### config.mk
export PLATFORM = sky130hd
export DESIGN_NAME = thermal_limit_status
export DESIGN_NICKNAME = d
export VERILOG_FILES = /design/src/rtl/tlm_pkg.sv /design/src/rtl/tlm_chan.sv /design/src/rtl/tlm_regs.sv /design/src/rtl/thermal_limit_status.sv
export SDC_FILE = /design/constraint.sdc
export NUM_CORES = 1
export LEC_CHECK = 0
export BUFFER_PORTS_ARGS = -buffer_cell sky130_fd_sc_hd__buf_2
export CAP_MARGIN = 15
export CORE_UTILIZATION = 30
export CTS_BUF_LIST = sky130_fd_sc_hd__clkbuf_8
export DETAILED_ROUTE_END_ITERATION = 16
export PLACE_DENSITY = 0.48
export SYNTH_ARGS = -nofsm -noshare
export SYNTH_HDL_FRONTEND = slang
export SYNTH_HIERARCHICAL = 1
export SYNTH_SLANG_ARGS = --single-unit
### constraint.sdc
create_clock -name clk -period 1.9 [get_ports clk]
set_input_delay 0.38 -clock clk [delete_from_list [all_inputs] [get_ports clk]]
set_output_delay 0.38 -clock clk [all_outputs]
set_load 0.02 [all_outputs]
### src/rtl/tlm_pkg.sv
package tlm_pkg;
  localparam int AW = 8;
  localparam logic [AW-1:0] A_GSTAT = 8'h02;
  localparam logic [AW-1:0] A_CFG   = 8'h03;
  localparam logic [AW-1:0] A_HSTAT = 8'h35;
  localparam logic [AW-1:0] A_LSTAT = 8'h36;
  localparam logic [AW-1:0] A_HLIM  = 8'h10;
  localparam logic [AW-1:0] A_LLIM  = 8'h18;
  localparam logic [7:0]    HLIM_RST = 8'h55;
  localparam logic [7:0]    LLIM_RST = 8'h00;
endpackage

### src/rtl/tlm_chan.sv
module tlm_chan #(
  parameter int TW    = 8,
  parameter int CNT_W = 3
) (
  input  logic                 clk,
  input  logic                 rst,
  input  logic                 conv_valid,
  input  logic signed [TW-1:0] temp,
  input  logic signed [TW-1:0] hi_lim,
  input  logic signed [TW-1:0] lo_lim,
  input  logic                 cmp_mode,
  input  logic                 clr_hi,
  input  logic                 clr_lo,
  input  logic [CNT_W-1:0]     cnt_n,
  output logic                 hi_flag,
  output logic                 lo_flag,
  output logic                 qual
);
  localparam int CW = CNT_W + 1;
  localparam logic [CW-1:0] CMAX = '1;

  logic [CW-1:0] run_cnt;
  logic hi_trip, lo_trip;

  assign hi_trip = temp > hi_lim;
  assign lo_trip = temp < lo_lim;
  assign qual    = run_cnt > {1'b0, cnt_n};

  always_ff @(posedge clk) begin
    if (rst) begin
      run_cnt <= '0;
      hi_flag <= 1'b0;
      lo_flag <= 1'b0;
    end else begin
      if (conv_valid) begin
        if (hi_trip || lo_trip)
          run_cnt <= (run_cnt == CMAX) ? run_cnt : run_cnt + 1'b1;
        else
          run_cnt <= '0;
      end
      if (cmp_mode) begin
        if (conv_valid) begin
          hi_flag <= hi_trip;
          lo_flag <= lo_trip;
        end
      end else begin
        hi_flag <= (hi_flag & ~clr_hi) | (conv_valid & hi_trip);
        lo_flag <= (lo_flag & ~clr_lo) | (conv_valid & lo_trip);
      end
    end
  end

  AST_SET_WINS: assert property (@(posedge clk) disable iff (rst)
    conv_valid && hi_trip |=> hi_flag);
  AST_STICKY_HI: assert property (@(posedge clk) disable iff (rst)
    !cmp_mode && hi_flag && !clr_hi |=> hi_flag);
  AST_RUN_BREAK: assert property (@(posedge clk) disable iff (rst)
    conv_valid && !hi_trip && !lo_trip |=> !qual);
endmodule

### src/rtl/tlm_regs.sv
module tlm_regs
  import tlm_pkg::*;
#(
  parameter int NCH   = 4,
  parameter int TW    = 8,
  parameter int CNT_W = 3
) (
  input  logic                    clk,
  input  logic                    rst,
  input  logic                    wr,
  input  logic [AW-1:0]           addr,
  input  logic [TW-1:0]           wdata,
  output logic [NCH-1:0][TW-1:0]  hi_lim,
  output logic [NCH-1:0][TW-1:0]  lo_lim,
  output logic                    cmp_mode,
  output logic [CNT_W-1:0]        cnt_n
);
  for (genvar c = 0; c < NCH; c++) begin : g_lim
    always_ff @(posedge clk) begin
      if (rst) begin
        hi_lim[c] <= TW'(HLIM_RST);
        lo_lim[c] <= TW'(LLIM_RST);
      end else if (wr) begin
        if (addr == A_HLIM + AW'(c)) hi_lim[c] <= wdata;
        if (addr == A_LLIM + AW'(c)) lo_lim[c] <= wdata;
      end
    end
  end

  always_ff @(posedge clk) begin
    if (rst) begin
      cmp_mode <= 1'b0;
      cnt_n    <= '0;
    end else if (wr && addr == A_CFG) begin
      cmp_mode <= wdata[0];
      cnt_n    <= wdata[CNT_W:1];
    end
  end
endmodule

### src/rtl/thermal_limit_status.sv
module thermal_limit_status
  import tlm_pkg::*;
#(
  parameter int NCH   = 4,
  parameter int TW    = 8,
  parameter int CNT_W = 3
) (
  input  logic              clk,
  input  logic              rst,
  input  logic              conv_valid,
  input  logic [NCH*TW-1:0] conv_temp,
  input  logic [7:0]        reg_addr,
  input  logic              reg_wr,
  input  logic              reg_rd,
  input  logic [TW-1:0]     reg_wdata,
  output logic [TW-1:0]     reg_rdata,
  output logic              alert_n
);
  logic [NCH-1:0][TW-1:0] hi_lim, lo_lim;
  logic                   cmp_mode;
  logic [CNT_W-1:0]       cnt_n;
  logic [NCH-1:0]         hi_vec, lo_vec, qual_vec;
  logic                   clr_hi, clr_lo;
  logic [TW-1:0]          rd_mux;

  tlm_regs #(.NCH(NCH), .TW(TW), .CNT_W(CNT_W)) u_regs (
    .clk(clk), .rst(rst), .wr(reg_wr), .addr(reg_addr), .wdata(reg_wdata),
    .hi_lim(hi_lim), .lo_lim(lo_lim), .cmp_mode(cmp_mode), .cnt_n(cnt_n)
  );

  assign clr_hi = reg_rd && (reg_addr == A_HSTAT);
  assign clr_lo = reg_rd && (reg_addr == A_LSTAT);

  for (genvar c = 0; c < NCH; c++) begin : g_ch
    tlm_chan #(.TW(TW), .CNT_W(CNT_W)) u_ch (
      .clk(clk), .rst(rst), .conv_valid(conv_valid),
      .temp(conv_temp[c*TW +: TW]), .hi_lim(hi_lim[c]), .lo_lim(lo_lim[c]),
      .cmp_mode(cmp_mode), .clr_hi(clr_hi), .clr_lo(clr_lo), .cnt_n(cnt_n),
      .hi_flag(hi_vec[c]), .lo_flag(lo_vec[c]), .qual(qual_vec[c])
    );
  end

  always_comb begin
    rd_mux = '0;
    unique case (reg_addr)
      A_HSTAT: rd_mux[NCH-1:0] = hi_vec;
      A_LSTAT: rd_mux[NCH-1:0] = lo_vec;
      A_GSTAT: rd_mux[1:0]     = {|hi_vec, |lo_vec};
      A_CFG:   rd_mux[CNT_W:0] = {cnt_n, cmp_mode};
      default: begin
        for (int c = 0; c < NCH; c++) begin
          if (reg_addr == A_HLIM + AW'(c)) rd_mux = hi_lim[c];
          if (reg_addr == A_LLIM + AW'(c)) rd_mux = lo_lim[c];
        end
      end
    endcase
  end

  always_ff @(posedge clk) begin
    if (rst) begin
      reg_rdata <= '0;
      alert_n   <= 1'b1;
    end else begin
      if (reg_rd) reg_rdata <= rd_mux;
      alert_n <= ~|(qual_vec & (hi_vec | lo_vec));
    end
  end

  AST_HI_CLEARED: assert property (@(posedge clk) disable iff (rst)
    clr_hi && !cmp_mode && !conv_valid |=> hi_vec == '0);
  AST_UPPER_ZERO: assert property (@(posedge clk) disable iff (rst)
    reg_rd && reg_addr == A_HSTAT |=> reg_rdata[TW-1:NCH] == '0);
  AST_ALERT_CAUSE: assert property (@(posedge clk) disable iff (rst)
    !alert_n |-> $past(|(hi_vec | lo_vec)));
  AST_CMP_KEEPS: assert property (@(posedge clk) disable iff (rst)
    cmp_mode && !conv_valid |=> $stable(hi_vec));
endmodule

# Yosys cells after proc, flatten, opt, wreduce, memory -nomap -nowiden
# Cells that the tools add are included.
# op_classes
order_cmp,12
n_mux,35
bitwise,28
n_eq_ne,21
n_reduce_logical,24
n_addsub,4
# ops
op,count
"8-bit by 5-bit equality test with 1-bit output, second input constant",8
8-bit two-way mux,8
4-bit two-way mux,9
8-bit greater-than comparator,4
8-bit < comparator,4
2-bit AND reduction,12
"4-bit by 1-bit adder with 4-bit output, second input constant",4
1-bit AND,16
"4-bit equality test, second input constant",4
"8-bit by 2-bit equality test with 1-bit output, second input constant",2
"8-bit by 6-bit equality test with 1-bit output, second input constant",2
4-bit by 3-bit greater-than comparator with 1-bit output,4
1-bit two-way mux,16
2-bit case mux with 4 select lines,2
4-bit OR reduction,4
"2-bit inequality test, second input constant",5
1-bit bitwise OR,8
4-bit AND,1
1-bit logical OR,4
4-bit bitwise OR,1
1-bit logical AND,3
1-bit inverter,2
1-bit zero test,1
# totals
register_bits,101
out_inout_bits,9
elab_cells,148

# Longest topological paths before layout
# depth
ltp_word,10
ltp_mapped,9

# Modules after synthesis
# The synthesis kept the hierarchy.
# modules_own_cells
mod,cells_each,instances,area_per_inst_um2,seq_area_each_um2
tlm_chan,103,4,813.3,120.1
tlm_regs,254,1,2822.7,1361.3
thermal_limit_status,179,1,1283.7,180.2

# Least setup slack after synthesis
# Ideal clock, no wire load.
# synth_timing
path_type,reg-to-reg
startpoint,register u_regs/lo_lim[21] in the netlist's numbering
endpoint,register g_ch[2].u_ch.run_cnt[1]
setup_slack_ps,214
setup_ps,86
path_stages_with_launch,8
t_arrival_ps,1600
path_buffers,0
path_cell_list,dfxtp_1 -> inv_1 -> ha_1 -> a21o_1 -> a2111oi_2 -> a21o_1 -> a31oi_2 -> a211oi_1
# synth_via
elab_chain_len,4
# synth_rtl
item,line_no,rtl
"start, declared",tlm_regs.sv:14,"output logic [NCH-1:0][TW-1:0] lo_lim,"
"start signal, assigned by index",tlm_regs.sv:22,lo_lim[c] <= TW'(LLIM_RST);
"start signal, assigned by index",tlm_regs.sv:25,if (addr == A_LLIM + AW'(c)) lo_lim[c] <= wdata;
8-bit < comparator *,tlm_chan.sv:26,assign lo_trip = temp < lo_lim;
1-bit logical OR *,tlm_chan.sv:36,if (hi_trip || lo_trip)
2-bit inequality test (no line),n/a,
2-bit AND reduction (no line),n/a,
"end signal, assigned",tlm_chan.sv:37,run_cnt <= (run_cnt == CMAX) ? run_cnt : run_cnt + 1'b1;
"end, declared",tlm_chan.sv:22,logic [CW-1:0] run_cnt;
# Every way passes the cells marked *; elsewhere a longest branch is shown, timed or not.
# A chain may end at the register's enable or synchronous reset.

# Worst setup path in the final report
# layout_timing
startpoint,register u_regs/hi_lim[15] in the netlist's numbering
endpoint,register g_ch[1].u_ch.hi_flag
# layout_via
elab_chain_len,4
# layout_rtl
item,line_no,rtl
"start, declared",tlm_regs.sv:13,"output logic [NCH-1:0][TW-1:0] hi_lim,"
"start signal, assigned by index",tlm_regs.sv:21,hi_lim[c] <= TW'(HLIM_RST);
"start signal, assigned by index",tlm_regs.sv:24,if (addr == A_HLIM + AW'(c)) hi_lim[c] <= wdata;
8-bit greater-than comparator *,tlm_chan.sv:25,assign hi_trip = temp > hi_lim;
1-bit AND,tlm_chan.sv:47,hi_flag <= (hi_flag & ~clr_hi) | (conv_valid & hi_trip);
1-bit bitwise OR,tlm_chan.sv:47,
1-bit two-way mux *,tlm_chan.sv:41,if (cmp_mode) begin
"end signal, assigned",tlm_chan.sv:43,hi_flag <= hi_trip;
"end signal, assigned",tlm_chan.sv:47,
"end, declared",tlm_chan.sv:15,"output logic hi_flag,"
# Every way passes the cells marked *; elsewhere a longest branch is shown, timed or not. The select of a mux whose other input is x is not followed.

==> results.json <==
{
  "post_drt_via_cell_ratio": 4.95,
  "r2r-start": "u_regs/hi_lim[15]",
  "cp-endpoint": "g_ch[1].u_ch/hi_flag",
  "clk_pin_slew_worst_paths_ps": 110,
  "clock-sinks": 101,
  "critPathSlowestCell": "dfxtp_2",
  "start_util": 0.310,
  "fp.coreArea_mm2": 0.0238,
  "post-route-util": 0.381,
  "synth-seq-area-share": 0.275,
  "relSlewSlack": 0.590,
  "path_buf_inv": 1,
  "ys_types": 70,
  "p_leak_nw": 4.03,
  "slowest_delay_ps": 360,
  "seq_area_mm2": 0.00204,
  "numPortBuffers": 61,
  "syn_inst": 845,
  "gp_congestion": 0.875,
  "synth-seq-cells": 101,
  "antenna_left": 0,
  "floorplan.die_area_mm2": 0.0252,
  "cp_cell_sequence": "inv_1 -> ha_4 -> nand4_4 -> a211o_1 -> and4b_2 -> o21ai_4 -> a21oi_1",
  "multi_input_area_mm2": 0.00497,
  "dr.pass1.iters": 4,
  "fill_cells": 2496,
  "grt_use_total": 0.189,
  "synth_warnings": 6,
  "start_kind": "flop",
  "clock.fmax_mhz": 541,
  "critPathTopFamily": "compound AO/OA/AOI/OAI gates",
  "maxCapViolations": 0,
  "hold_viol": 0,
  "cp_max_fo": 4,
  "finalSetupViolCount": 0,
  "fin_crit_ps": 1850,
  "clock_path_buffers": 2,
  "syn-cell-area_mm2": 0.00736,
  "finClkSkew_ps": 16.5,
  "wire_per_inst_um": 18.0,
  "tightest_slew_ps": 612,
  "clk_latency_ps": 390,
  "dp_slack_ps": -324,
  "dpl_cell_area_mm2": 0.00853,
  "r2r-end": "g_ch[1].u_ch/hi_flag",
  "grt_pass1_vias": 6189,
  "period_share": 0.972,
  "cp_num_cells": 7,
  "row_count": 56,
  "drc_errors": 0,
  "insertedDiodeCount": 0,
  "fin_ws_ps": 52.5,
  "peakVddDrop_uv": 301,
  "synth_nets": 974,
  "cts_tree": "built",
  "reg2reg_depth": 7,
  "setup.worst_path.start": "u_regs/hi_lim[15]",
  "synth_ff_type": "dfxtp_1",
  "vias": 6383,
  "path_class": "flop to flop",
  "dp_hpwl_um": 18500,
  "cts-root-buf": "clkbuf_8",
  "end_kind": "flop",
  "nets": 1095,
  "required_ps": 2180,
  "arrival_ps": 2130,
  "synth_edf_count": 0,
  "antenna_found_initial": 1,
  "reg2reg_slack_ps": 50,
  "hold_path_class": "primary input to flop",
  "whs_ps": 302,
  "cts_buffers": 9,
  "die_h_um": 159,
  "powerDensity_mw_per_mm2": 511,
  "die_x_um": 159,
  "pin_count": 62,
  "fin_area_mm2": 0.00906,
  "routed_wl_um": 23200,
  "finalPower_mw": 4.63,
  "grt_pass1_wl_um": 35200,
  "cts.htree.levels": 3,
  "drive_gt1_frac": 0.263,
  "async_flop_share": 0,
  "area_growth_pct": 23.1,
  "syn_area_per_cell_um2": 8.71,
  "status": "completed",
  "drt_iter0_drc": 344,
  "overflow": 0,
  "slew_viol_final": 0,
  "grt_max_degree": 35
}
per-stage QoR:
step	instances	setup TNS [ps]
final	1289	0
after global routing	1289	-127
after CTS	1282	0
after detailed placement	1267	-1050
after global placement	1267	-1030
after floorplan	845	0
worst min-delay path by stage:
stage            startpoint                   end  depth (start not counted)  slack (ps)
5_1_grt        reg_wdata[2]      u_regs/lo_lim[2]                          3         310
6_report       reg_wdata[2]      u_regs/lo_lim[2]                          3         300
3_3_place_gp   reg_rdata[6]          reg_rdata[6]                          2         440
2_1_floorplan           rst  g_ch[0].u_ch/hi_flag                          1         450
3_5_place_dp   reg_rdata[7]          reg_rdata[7]                          2         440
4_1_cts        reg_wdata[2]      u_regs/lo_lim[2]                          3         290
where the power goes:
part / internal [mW] / switching, mW / total [mW] / leakage [nW]
sequential: 2.15 / 0.0372 / 2.19 / 0.821
combinational: 0.396 / 0.510 / 0.905 / 3.10
clock: 0.735 / 0.798 / 1.53 / 0.105
total: 3.28 / 1.34 / 4.63 / 4.03
per-layer routing:
metal | GRT usage | vias up | routed length, um
li1 | - | 3225 | -
met1 | 0.255 | 3023 | 11300
met2 | 0.314 | 117 | 10800
met3 | 0.0283 | 18 | 803
met4 | 0.0453 | 0 | 312
met5 | 0 | - | 0
worst reg2reg max path, cell delays in order (launching register included):
cell and delay [ps]:
dfxtp_2 360, inv_1 60, ha_4 290, nand4_4 120, a211o_1 330, and4b_2 290, o21ai_4 210, a21oi_1 90
state kept, by name (all words and copies together) (netlist names):
register           count
g_ch.u_ch/lo_flag      4
g_ch.u_ch/run_cnt     16
u_regs/cmp_mode        1
g_ch.u_ch/hi_flag      4
u_regs/hi_lim         32
alert_n                1
reg_rdata              8
u_regs/cnt_n           3
u_regs/lo_lim         32
cells in the final DEF (no fill, tap or decap), drive strengths merged, types with 6 or more instances in the layout:
cell type  Yosys  layout
o211ai         6       6
nand2         40      40
ha            76      76
or2            8       8
a211oi        20      20
a21o          12      12
and3           6       6
inv          104     105
nor3           7       7
o221ai         6       6
buf           20     146
dfxtp        101     101
o21ai         33      33
nor2b         18      18
clkbuf        15       9
nand2b        75      75
nor2          44      44
nand4         22      22
a22oi          6       6
mux2i         81      81
a31oi         19      19
nand3         23      23
a211o          8       8
a21oi         38      38
area by class of cell:
cell class                 count  share of cell area
inverter                     104              0.0431
timing repair buffer         146               0.115
multi-input combinational    604               0.549
tap                          319              0.0441
clock inverter                 6             0.00953
clock buffer                   9              0.0137
sequential                   101               0.225
logic make-up (layout without fill, tap and decap cells):
logic type,after synthesis,in the layout,synth area share
xor gates and xnor gates,5,5,0.00595
AOI/OAI and AO/OA,170,170,0.166
DFF,101,101,0.275
muxes,83,83,0.113
adders and majority gates,76,76,0.129
and+or+nand+nor,270,270,0.227
buffers and inverters,140,265,0.0835
cell usage after synthesis, drive strengths merged (18+ instances only):
cell type / count / area (um^2)
a211oi: 20 / 155
inv: 104 / 390
a31oi: 19 / 169
ha: 76 / 951
nor2: 44 / 183
buf: 20 / 155
nand2: 40 / 150
o21ai: 33 / 165
nand2b: 75 / 499
a21oi: 38 / 190
nand3: 23 / 130
mux2i: 81 / 811
nand4: 22 / 193
nor2b: 18 / 113
dfxtp: 101 / 2020
repair_timing:
item | 4_1_cts | 5_1_grt
gates resized for setup | 7 | 45
setup buffers | 0 | 7
setup endpoints to repair | 8 | 21
hold buffers | 0 | 0
pin swaps | 0 | 21
Note: power is estimated with default switching activity, not from simulation.
